## src/rtl/cellpix_pkg.sv

```systemverilog
// Shared helpers for the character-cell pixel path.
// Assumes the depth code is two bits wide; unused codes fall back to 1 bpp.
package cellpix_pkg;

    // Bits per pixel selected by a depth code.
    function automatic logic [2:0] depth_bits(input logic [1:0] sel);
        case (sel)
            2'd1:    depth_bits = 3'd2;
            2'd2:    depth_bits = 3'd4;
            default: depth_bits = 3'd1;
        endcase
    endfunction

    // Index of the last pixel held in one byte for a depth code.
    function automatic logic [2:0] last_pixel(input logic [1:0] sel);
        case (sel)
            2'd1:    last_pixel = 3'd3;
            2'd2:    last_pixel = 3'd1;
            default: last_pixel = 3'd7;
        endcase
    endfunction

endpackage

```

## src/rtl/cellpix_sched.sv

```systemverilog
// Fetch scheduler: decides in which cycles a screen byte is requested.
// Slots are SLOT_CYCLES clocks long. A request is made in the first cycle
// of every (LINE_SLOTS / bytes_per_line)-th slot, counted from the cycle the
// fetch window opens. Assumes bytes_per_line divides LINE_SLOTS.
module cellpix_sched #(
    parameter int SLOT_CYCLES = 8,
    parameter int LINE_SLOTS  = 80,
    parameter int BPL_W       = 7
) (
    input  logic             clk,
    input  logic             rst_n,
    input  logic [BPL_W-1:0] bytes_per_line,
    input  logic             fetch_win,
    output logic             fetch_req
);
    localparam int PH_W = (SLOT_CYCLES > 1) ? $clog2(SLOT_CYCLES) : 1;

    logic [PH_W-1:0]  phase;
    logic [BPL_W-1:0] slot_cnt;
    logic [BPL_W-1:0] quot;
    logic [BPL_W-1:0] slots_per_fetch;

    // Number of slots between requests, guarded against zero.
    always_comb begin
        quot = (bytes_per_line == '0) ? BPL_W'(1) : BPL_W'(LINE_SLOTS) / bytes_per_line;
        slots_per_fetch = (quot == '0) ? BPL_W'(1) : quot;
    end

    // Clock phase and slot count, both held at zero while the window is closed.
    always_ff @(posedge clk) begin
        if (!rst_n || !fetch_win) begin
            phase    <= '0;
            slot_cnt <= '0;
        end else if (phase == PH_W'(SLOT_CYCLES - 1)) begin
            phase    <= '0;
            slot_cnt <= (slot_cnt == slots_per_fetch - BPL_W'(1)) ? '0 : slot_cnt + BPL_W'(1);
        end else begin
            phase <= phase + PH_W'(1);
        end
    end

    // A request is made on the first clock of a chosen slot.
    assign fetch_req = fetch_win && (phase == '0) && (slot_cnt == '0);

endmodule

```

## src/rtl/cellpix_addr.sv

```systemverilog
// Address generator for the character-cell layout. Within a line, bytes lie
// CELL_LINES addresses apart. Each line inside a row starts one address after
// the previous line, and each row starts bytes_per_line * CELL_LINES after
// the row before it. Any step that reaches WRAP_LIMIT is pulled back by
// screen_size. Assumes start_addr < WRAP_LIMIT and screen_size is at least
// one row in size.
module cellpix_addr #(
    parameter int ADDR_W     = 16,
    parameter int BPL_W      = 7,
    parameter int CELL_LINES = 8,
    parameter int WRAP_LIMIT = 32'h8000
) (
    input  logic              clk,
    input  logic              rst_n,
    input  logic [ADDR_W-1:0] start_addr,
    input  logic [ADDR_W-1:0] screen_size,
    input  logic [BPL_W-1:0]  bytes_per_line,
    input  logic              frame_start,
    input  logic              line_start,
    input  logic              fetch_req,
    output logic [ADDR_W-1:0] fetch_addr
);
    localparam int LN_W = (CELL_LINES > 1) ? $clog2(CELL_LINES) : 1;
    localparam logic [ADDR_W-1:0] LIMIT = ADDR_W'(WRAP_LIMIT);

    logic [ADDR_W-1:0] row_base;
    logic [LN_W-1:0]   line_no;
    logic [ADDR_W-1:0] cur_addr;
    logic [ADDR_W-1:0] row_step;
    logic [ADDR_W-1:0] nxt_row;
    logic [ADDR_W-1:0] nxt_line;
    logic [ADDR_W-1:0] nxt_byte;

    // Bring an address that has run past the buffer end back inside it.
    function automatic logic [ADDR_W-1:0] wrap_back(input logic [ADDR_W-1:0] a,
                                                     input logic [ADDR_W-1:0] size);
        wrap_back = (a >= LIMIT) ? a - size : a;
    endfunction

    // Candidate addresses for next row, next line and next byte.
    always_comb begin
        row_step = ADDR_W'(bytes_per_line) * ADDR_W'(CELL_LINES);
        nxt_row  = wrap_back(row_base + row_step, screen_size);
        nxt_line = wrap_back(row_base + ADDR_W'(line_no) + ADDR_W'(1), screen_size);
        nxt_byte = wrap_back(cur_addr + ADDR_W'(CELL_LINES), screen_size);
    end

    // Row base, line number and current byte address.
    always_ff @(posedge clk) begin
        if (!rst_n) begin
            row_base <= '0;
            line_no  <= '0;
            cur_addr <= '0;
        end else if (frame_start) begin
            row_base <= start_addr;
            line_no  <= '0;
            cur_addr <= start_addr;
        end else if (line_start) begin
            if (line_no == LN_W'(CELL_LINES - 1)) begin
                row_base <= nxt_row;
                line_no  <= '0;
                cur_addr <= nxt_row;
            end else begin
                line_no  <= line_no + LN_W'(1);
                cur_addr <= nxt_line;
            end
        end else if (fetch_req) begin
            cur_addr <= nxt_byte;
        end
    end

    assign fetch_addr = cur_addr;

endmodule

```

## src/rtl/cellpix_serial.sv

```systemverilog
// Pixel serializer. Captures each returned byte, and starting from the
// pixel-window edge shifts out pixels MSB-first at the selected depth,
// holding each one for x_scale clocks. Output is registered, so a pixel
// appears one clock after the cycle that selects it. Assumes each returned
// byte arrives before the serializer needs it.
module cellpix_serial #(
    parameter int SCALE_W = 4,
    parameter int COL_W   = 4
) (
    input  logic               clk,
    input  logic               rst_n,
    input  logic [1:0]         depth_sel,
    input  logic [SCALE_W-1:0] x_scale,
    input  logic               pix_win,
    input  logic               rd_valid,
    input  logic [7:0]         rd_data,
    output logic [COL_W-1:0]   color_idx
);
    import cellpix_pkg::*;

    logic [7:0]         latest;
    logic [7:0]         shreg;
    logic [2:0]         pix_no;
    logic [SCALE_W-1:0] hold_cnt;
    logic               win_q;
    logic [SCALE_W-1:0] reload;
    logic [2:0]         bits;

    // Hold reload value (0 behaves as 1) and bits per pixel.
    always_comb begin
        reload = (x_scale == '0) ? SCALE_W'(1) : x_scale;
        bits   = depth_bits(depth_sel);
    end

    // Most recent byte returned by memory.
    always_ff @(posedge clk) begin
        if (!rst_n)
            latest <= '0;
        else if (rd_valid)
            latest <= rd_data;
    end

    // Shift register, pixel index and hold counter.
    always_ff @(posedge clk) begin
        if (!rst_n) begin
            shreg    <= '0;
            pix_no   <= '0;
            hold_cnt <= '0;
            win_q    <= 1'b0;
        end else begin
            win_q <= pix_win;
            if (pix_win && !win_q) begin
                shreg    <= latest;
                pix_no   <= '0;
                hold_cnt <= reload;
            end else if (pix_win) begin
                if (hold_cnt <= SCALE_W'(1)) begin
                    hold_cnt <= reload;
                    if (pix_no == last_pixel(depth_sel)) begin
                        pix_no <= '0;
                        shreg  <= latest;
                    end else begin
                        pix_no <= pix_no + 3'd1;
                        shreg  <= shreg << bits;
                    end
                end else begin
                    hold_cnt <= hold_cnt - SCALE_W'(1);
                end
            end
        end
    end

    // Top bits of the shift register form the colour index inside the window.
    always_comb begin
        color_idx = '0;
        if (win_q) begin
            case (bits)
                3'd2:    color_idx = COL_W'(shreg[7:6]);
                3'd4:    color_idx = COL_W'(shreg[7:4]);
                default: color_idx = COL_W'(shreg[7]);
            endcase
        end
    end

endmodule

```

## src/rtl/cellpix_fetch.sv

```systemverilog
// Top level: character-cell display fetch and pixel serializer.
// Ties together the fetch scheduler, the address generator and the
// serializer. The fetch window must open one slot before the pixel window,
// and memory must answer within one slot.
module cellpix_fetch #(
    parameter int ADDR_W      = 16,
    parameter int BPL_W       = 7,
    parameter int SCALE_W     = 4,
    parameter int SLOT_CYCLES = 8,
    parameter int LINE_SLOTS  = 80,
    parameter int CELL_LINES  = 8,
    parameter int WRAP_LIMIT  = 32'h8000
) (
    input  logic               clk,
    input  logic               rst_n,
    input  logic [ADDR_W-1:0]  start_addr,
    input  logic [ADDR_W-1:0]  screen_size,
    input  logic [BPL_W-1:0]   bytes_per_line,
    input  logic [1:0]         depth_sel,
    input  logic [SCALE_W-1:0] x_scale,
    input  logic               frame_start,
    input  logic               line_start,
    input  logic               fetch_win,
    input  logic               pix_win,
    input  logic               rd_valid,
    input  logic [7:0]         rd_data,
    output logic               fetch_req,
    output logic [ADDR_W-1:0]  fetch_addr,
    output logic [3:0]         color_idx
);
    logic req_int;

    cellpix_sched #(
        .SLOT_CYCLES (SLOT_CYCLES),
        .LINE_SLOTS  (LINE_SLOTS),
        .BPL_W       (BPL_W)
    ) u_sched (
        .clk            (clk),
        .rst_n          (rst_n),
        .bytes_per_line (bytes_per_line),
        .fetch_win      (fetch_win),
        .fetch_req      (req_int)
    );

    cellpix_addr #(
        .ADDR_W     (ADDR_W),
        .BPL_W      (BPL_W),
        .CELL_LINES (CELL_LINES),
        .WRAP_LIMIT (WRAP_LIMIT)
    ) u_addr (
        .clk            (clk),
        .rst_n          (rst_n),
        .start_addr     (start_addr),
        .screen_size    (screen_size),
        .bytes_per_line (bytes_per_line),
        .frame_start    (frame_start),
        .line_start     (line_start),
        .fetch_req      (req_int),
        .fetch_addr     (fetch_addr)
    );

    cellpix_serial #(
        .SCALE_W (SCALE_W),
        .COL_W   (4)
    ) u_serial (
        .clk       (clk),
        .rst_n     (rst_n),
        .depth_sel (depth_sel),
        .x_scale   (x_scale),
        .pix_win   (pix_win),
        .rd_valid  (rd_valid),
        .rd_data   (rd_data),
        .color_idx (color_idx)
    );

    assign fetch_req = req_int;

endmodule

```

## config.mk

```make
export PLATFORM = sky130hd
export DESIGN_NAME = cellpix_fetch
export DESIGN_NICKNAME = d
export VERILOG_FILES = /design/src/rtl/cellpix_pkg.sv /design/src/rtl/cellpix_sched.sv /design/src/rtl/cellpix_addr.sv /design/src/rtl/cellpix_serial.sv /design/src/rtl/cellpix_fetch.sv
export SDC_FILE = /design/constraint.sdc
export NUM_CORES = 1
export LEC_CHECK = 0
export ABC_AREA = 1
export BUFFER_PORTS_ARGS = -buffer_cell sky130_fd_sc_hd__buf_2
export CAP_MARGIN = 20
export CORE_ASPECT_RATIO = 1.4
export CORE_MARGIN = 3
export CORE_UTILIZATION = 35
export DETAILED_ROUTE_END_ITERATION = 6
export SYNTH_ARGS = -nofsm -noshare
export SYNTH_HDL_FRONTEND = slang
export SYNTH_HIERARCHICAL = 1
export SYNTH_SLANG_ARGS = --single-unit
```

## constraint.sdc

```tcl
create_clock -name clk -period 9.8 [get_ports clk]
set_input_delay 0 -clock clk [delete_from_list [all_inputs] [get_ports clk]]
set_output_delay 0 -clock clk [all_outputs]
set_load 0.005 [all_outputs]
```

==> impl_metrics.toml <==
[synth]
synth_ff_type = "dfxtp_1"
avgSynthCellArea_um2 = 5.98
synth_edf_count = 0
synthArstFlopShare_pct = 0
synth_area_um2 = 9470
netlist_instances = 1583
synth_fp_nets = 1739
ys_types = 57
yosys_warnings = 6
ys_seq_area_share_pct = 14.6
ys_ff_latch = 69

[critical_path]
path_class = "primary input to register"
required_ns = 10.05
crit_arrival_ns = 8.11
crit_buf_inv = 8
cp-end-kind = "register"
slowest_stage = "nor3_2"
slowest_delay_ns = 0.37
start_kind = "primary input"
crit_top_cell = "nand2_1"
critical_path.top_delay_family = "simple AND/OR/NAND/NOR gates"
worstPathMaxFanout = 11
rr_worst_depth = 19
path_depth = 56

[cts]
cts_root_buf = "clkbuf_16"
clockBufferDepth = 2
cts-resized-gates = 0
htree_levels = 3
cts_buffers = 9
cts_sinks = 69
tritoncts = "yes"
clk_pin_slew_ns = 0.06
clk_latency_ns = 0.35
post_cts.repair.setup_buffers = 0

[grt]
antenna_found_initial = 0
grt_pass1_wl_um = 49700
grt_max_degree = 46
grt_usage_pct = 20.9
grt-ovfl-total = 0
grt_pass1_vias = 9908

[sta]
grt_setup_unrepaired = "no"
worst_pin_slew_ns = 1.04
clock.fmax_ghz = 0.127
drv_slew = 0
clock_skew_ns = 0.00444
post-route-period-util_pct = 80.3
setup_viol = 0
fin_crit_ns = 7.87
hold_viol = 0
relSlewSlack_pct = 30.3
setup_tns_ns = 0

[placed_design]
io_buffers = 80
post_dp_cell_area_um2 = 10200
dpl.hpwl_um = 25700
globalplace.congestion = 0.971

[drt]
postRouteAntennaNets = 0
num_vias = 10372
drc = 0
dr.pass1.iters = 5
drtIter0Drc = 613
wl_per_cell_um = 15.5
vias_per_cell = 5.10
drt_wl_total_um = 31500

[cells_and_area]
final_nets = 1824
mostFrequentLayoutCells = "nand2_1 (439), inv_1 (227), nand3_1 (132)"
drive_above_1_share_pct = 12.6
area_growth_pct = 12.3
antennaDiodeCount = 0
final_common_cell = "nand2_1"
stdcell_area_um2 = 10600

[power_and_ir_drop]
power_switching_w = 0.000530
internal-power_w = 0.000700
ir_drop_mv = 0.0799
combPwrFrac_pct = 45.7
p_seq_share_pct = 26.5
netSwitchingFraction_pct = 43.1
clockPowerShare_pct = 27.7
leakagePower_nw = 5.62
p_per_area_nw_per_um2 = 116

[status]
status = "completed"

[die]
dieHeight_um = 201
num_rows = 70
die_w_um = 145
ios = 81
die_area_um2 = 29100
fp.coreArea_um2 = 26400
start_util_pct = 35.9

[min_path]
hold_class = "primary input to register"
min_path_cells = 3

[flow_run]
max_cap_violations = 0
-- registers in the layout, summed over array words and instances, names as in the netlist --
register           flops
u_addr/row_base       16
u_addr/line_no         3
u_serial/win_q         1
u_serial/latest        8
u_serial/shreg         8
u_serial/pix_no        3
u_serial/hold_cnt      4
u_sched/slot_cnt       7
u_sched/phase          3
u_addr/fetch_addr     16
-- worst min-delay path: cells and delay by family --
family	cells	cell delay (ns)
AOI/OAI and AO/OA	2	0.21
buffers and inverters	1	0.11
-- logic make-up after synthesis --
kind of cell	synth area share [%]
and+or+nand+nor	39.3
buffers and inverters	12.0
DFF	14.6
adders and majority gates	13.1
AOI/OAI and AO/OA	15.3
xor gates and xnor gates	5.72
-- stage by stage --
| step | power, W | setup WS, ns | utilization (%) | cells | hold slack (ns) |
|---|---|---|---|---|---|
| 2_1_floorplan | 0.000744 | 2.73 | - | 1583 | 0.0941 |
| 3_3_place_gp | 0.000876 | 1.90 | 38.5 | 1998 | 0.229 |
| 3_5_place_dp | 0.000881 | 1.60 | 38.5 | 1998 | 0.235 |
| 4_1_cts | 0.00123 | 1.93 | 40.4 | 2033 | 0.000111 |
| 5_1_grt | 0.00133 | 1.01 | 40.4 | 2033 | 0.0240 |
| 6_report | 0.00123 | 1.93 | 40.4 | 2033 | 0.00556 |
-- cells in the mapped netlist (11+ instances only) --
library cell / n / area share [%]
nand2_1: 439 / 17
inv_1: 227 / 9.0
nand3_1: 132 / 7.0
nor2_1: 116 / 4.6
a21oi_1: 108 / 5.7
ha_1: 91 / 12
o21ai_0: 87 / 4.6
dfxtp_1: 69 / 15
xor2_1: 47 / 4.3
nand2_2: 25 / 1.7
nand4_1: 24 / 1.6
o21ai_1: 23 / 1.2
inv_2: 22 / 0.87
nor3_1: 16 / 0.85
nor2_2: 13 / 0.86
xnor2_1: 13 / 1.2
a31oi_1: 12 / 0.79
nand3_2: 11 / 1.2
-- cell type report --
class | count | area, um^2
Fill cell | 2916 | 15700
Multi-Input combinational cell | 1234 | 6950
Sequential cell | 69 | 1380
Inverter | 254 | 961
Timing Repair Buffer | 100 | 598
Tap cell | 360 | 450
Clock buffer | 9 | 225
Clock inverter | 7 | 73.8
-- metal layers --
metal	GRT usage [%]	up-vias	part of all wire, %	routed length (um)
met4	9.24	0	4.1	1280
met1	24.9	4690	42	13300
li1	-	5310	-	-
met3	1.87	74	4.8	1500
met2	37.9	298	49	15400
met5	0	-	0	0
-- power groups by stage --
stage	logic [W]	clock network [W]	registers, W
after global routing	0.000635	0.000361	0.000329
after CTS	0.000557	0.000349	0.000326
after floorplan	0.000419	0	0.000325
final	0.000563	0.000341	0.000326
after global placement	0.000543	0	0.000333
after detailed placement	0.000548	0	0.000333
-- worst paths after layout --
| check | from | to | slack (ns) |
|---|---|---|---|
| worst min-delay path | start_addr[2] | u_addr/fetch_addr[2]$_SDFFE_PN0P_ | 0.006 |
| worst max-delay path | bytes_per_line[3] | u_sched/slot_cnt[3]$_SDFFE_PP0P_ | 1.93 |
| worst max register to register | u_addr/row_base[3]$_SDFFE_PN0P_ | u_addr/fetch_addr[14]$_SDFFE_PN0P_ | 6.07 |
| worst min register to register | u_sched/phase[0]$_SDFF_PP0_ | u_sched/phase[0]$_SDFF_PP0_ | 0.44 |
-- repair_timing --
| action | 4_1_cts | 5_1_grt |
|---|---|---|
| hold buffers | 19 | 0 |
| hold endpoints to repair | 18 | 0 |
| setup endpoints to repair | 0 | 0 |
Power figures use the tool's default switching activity.
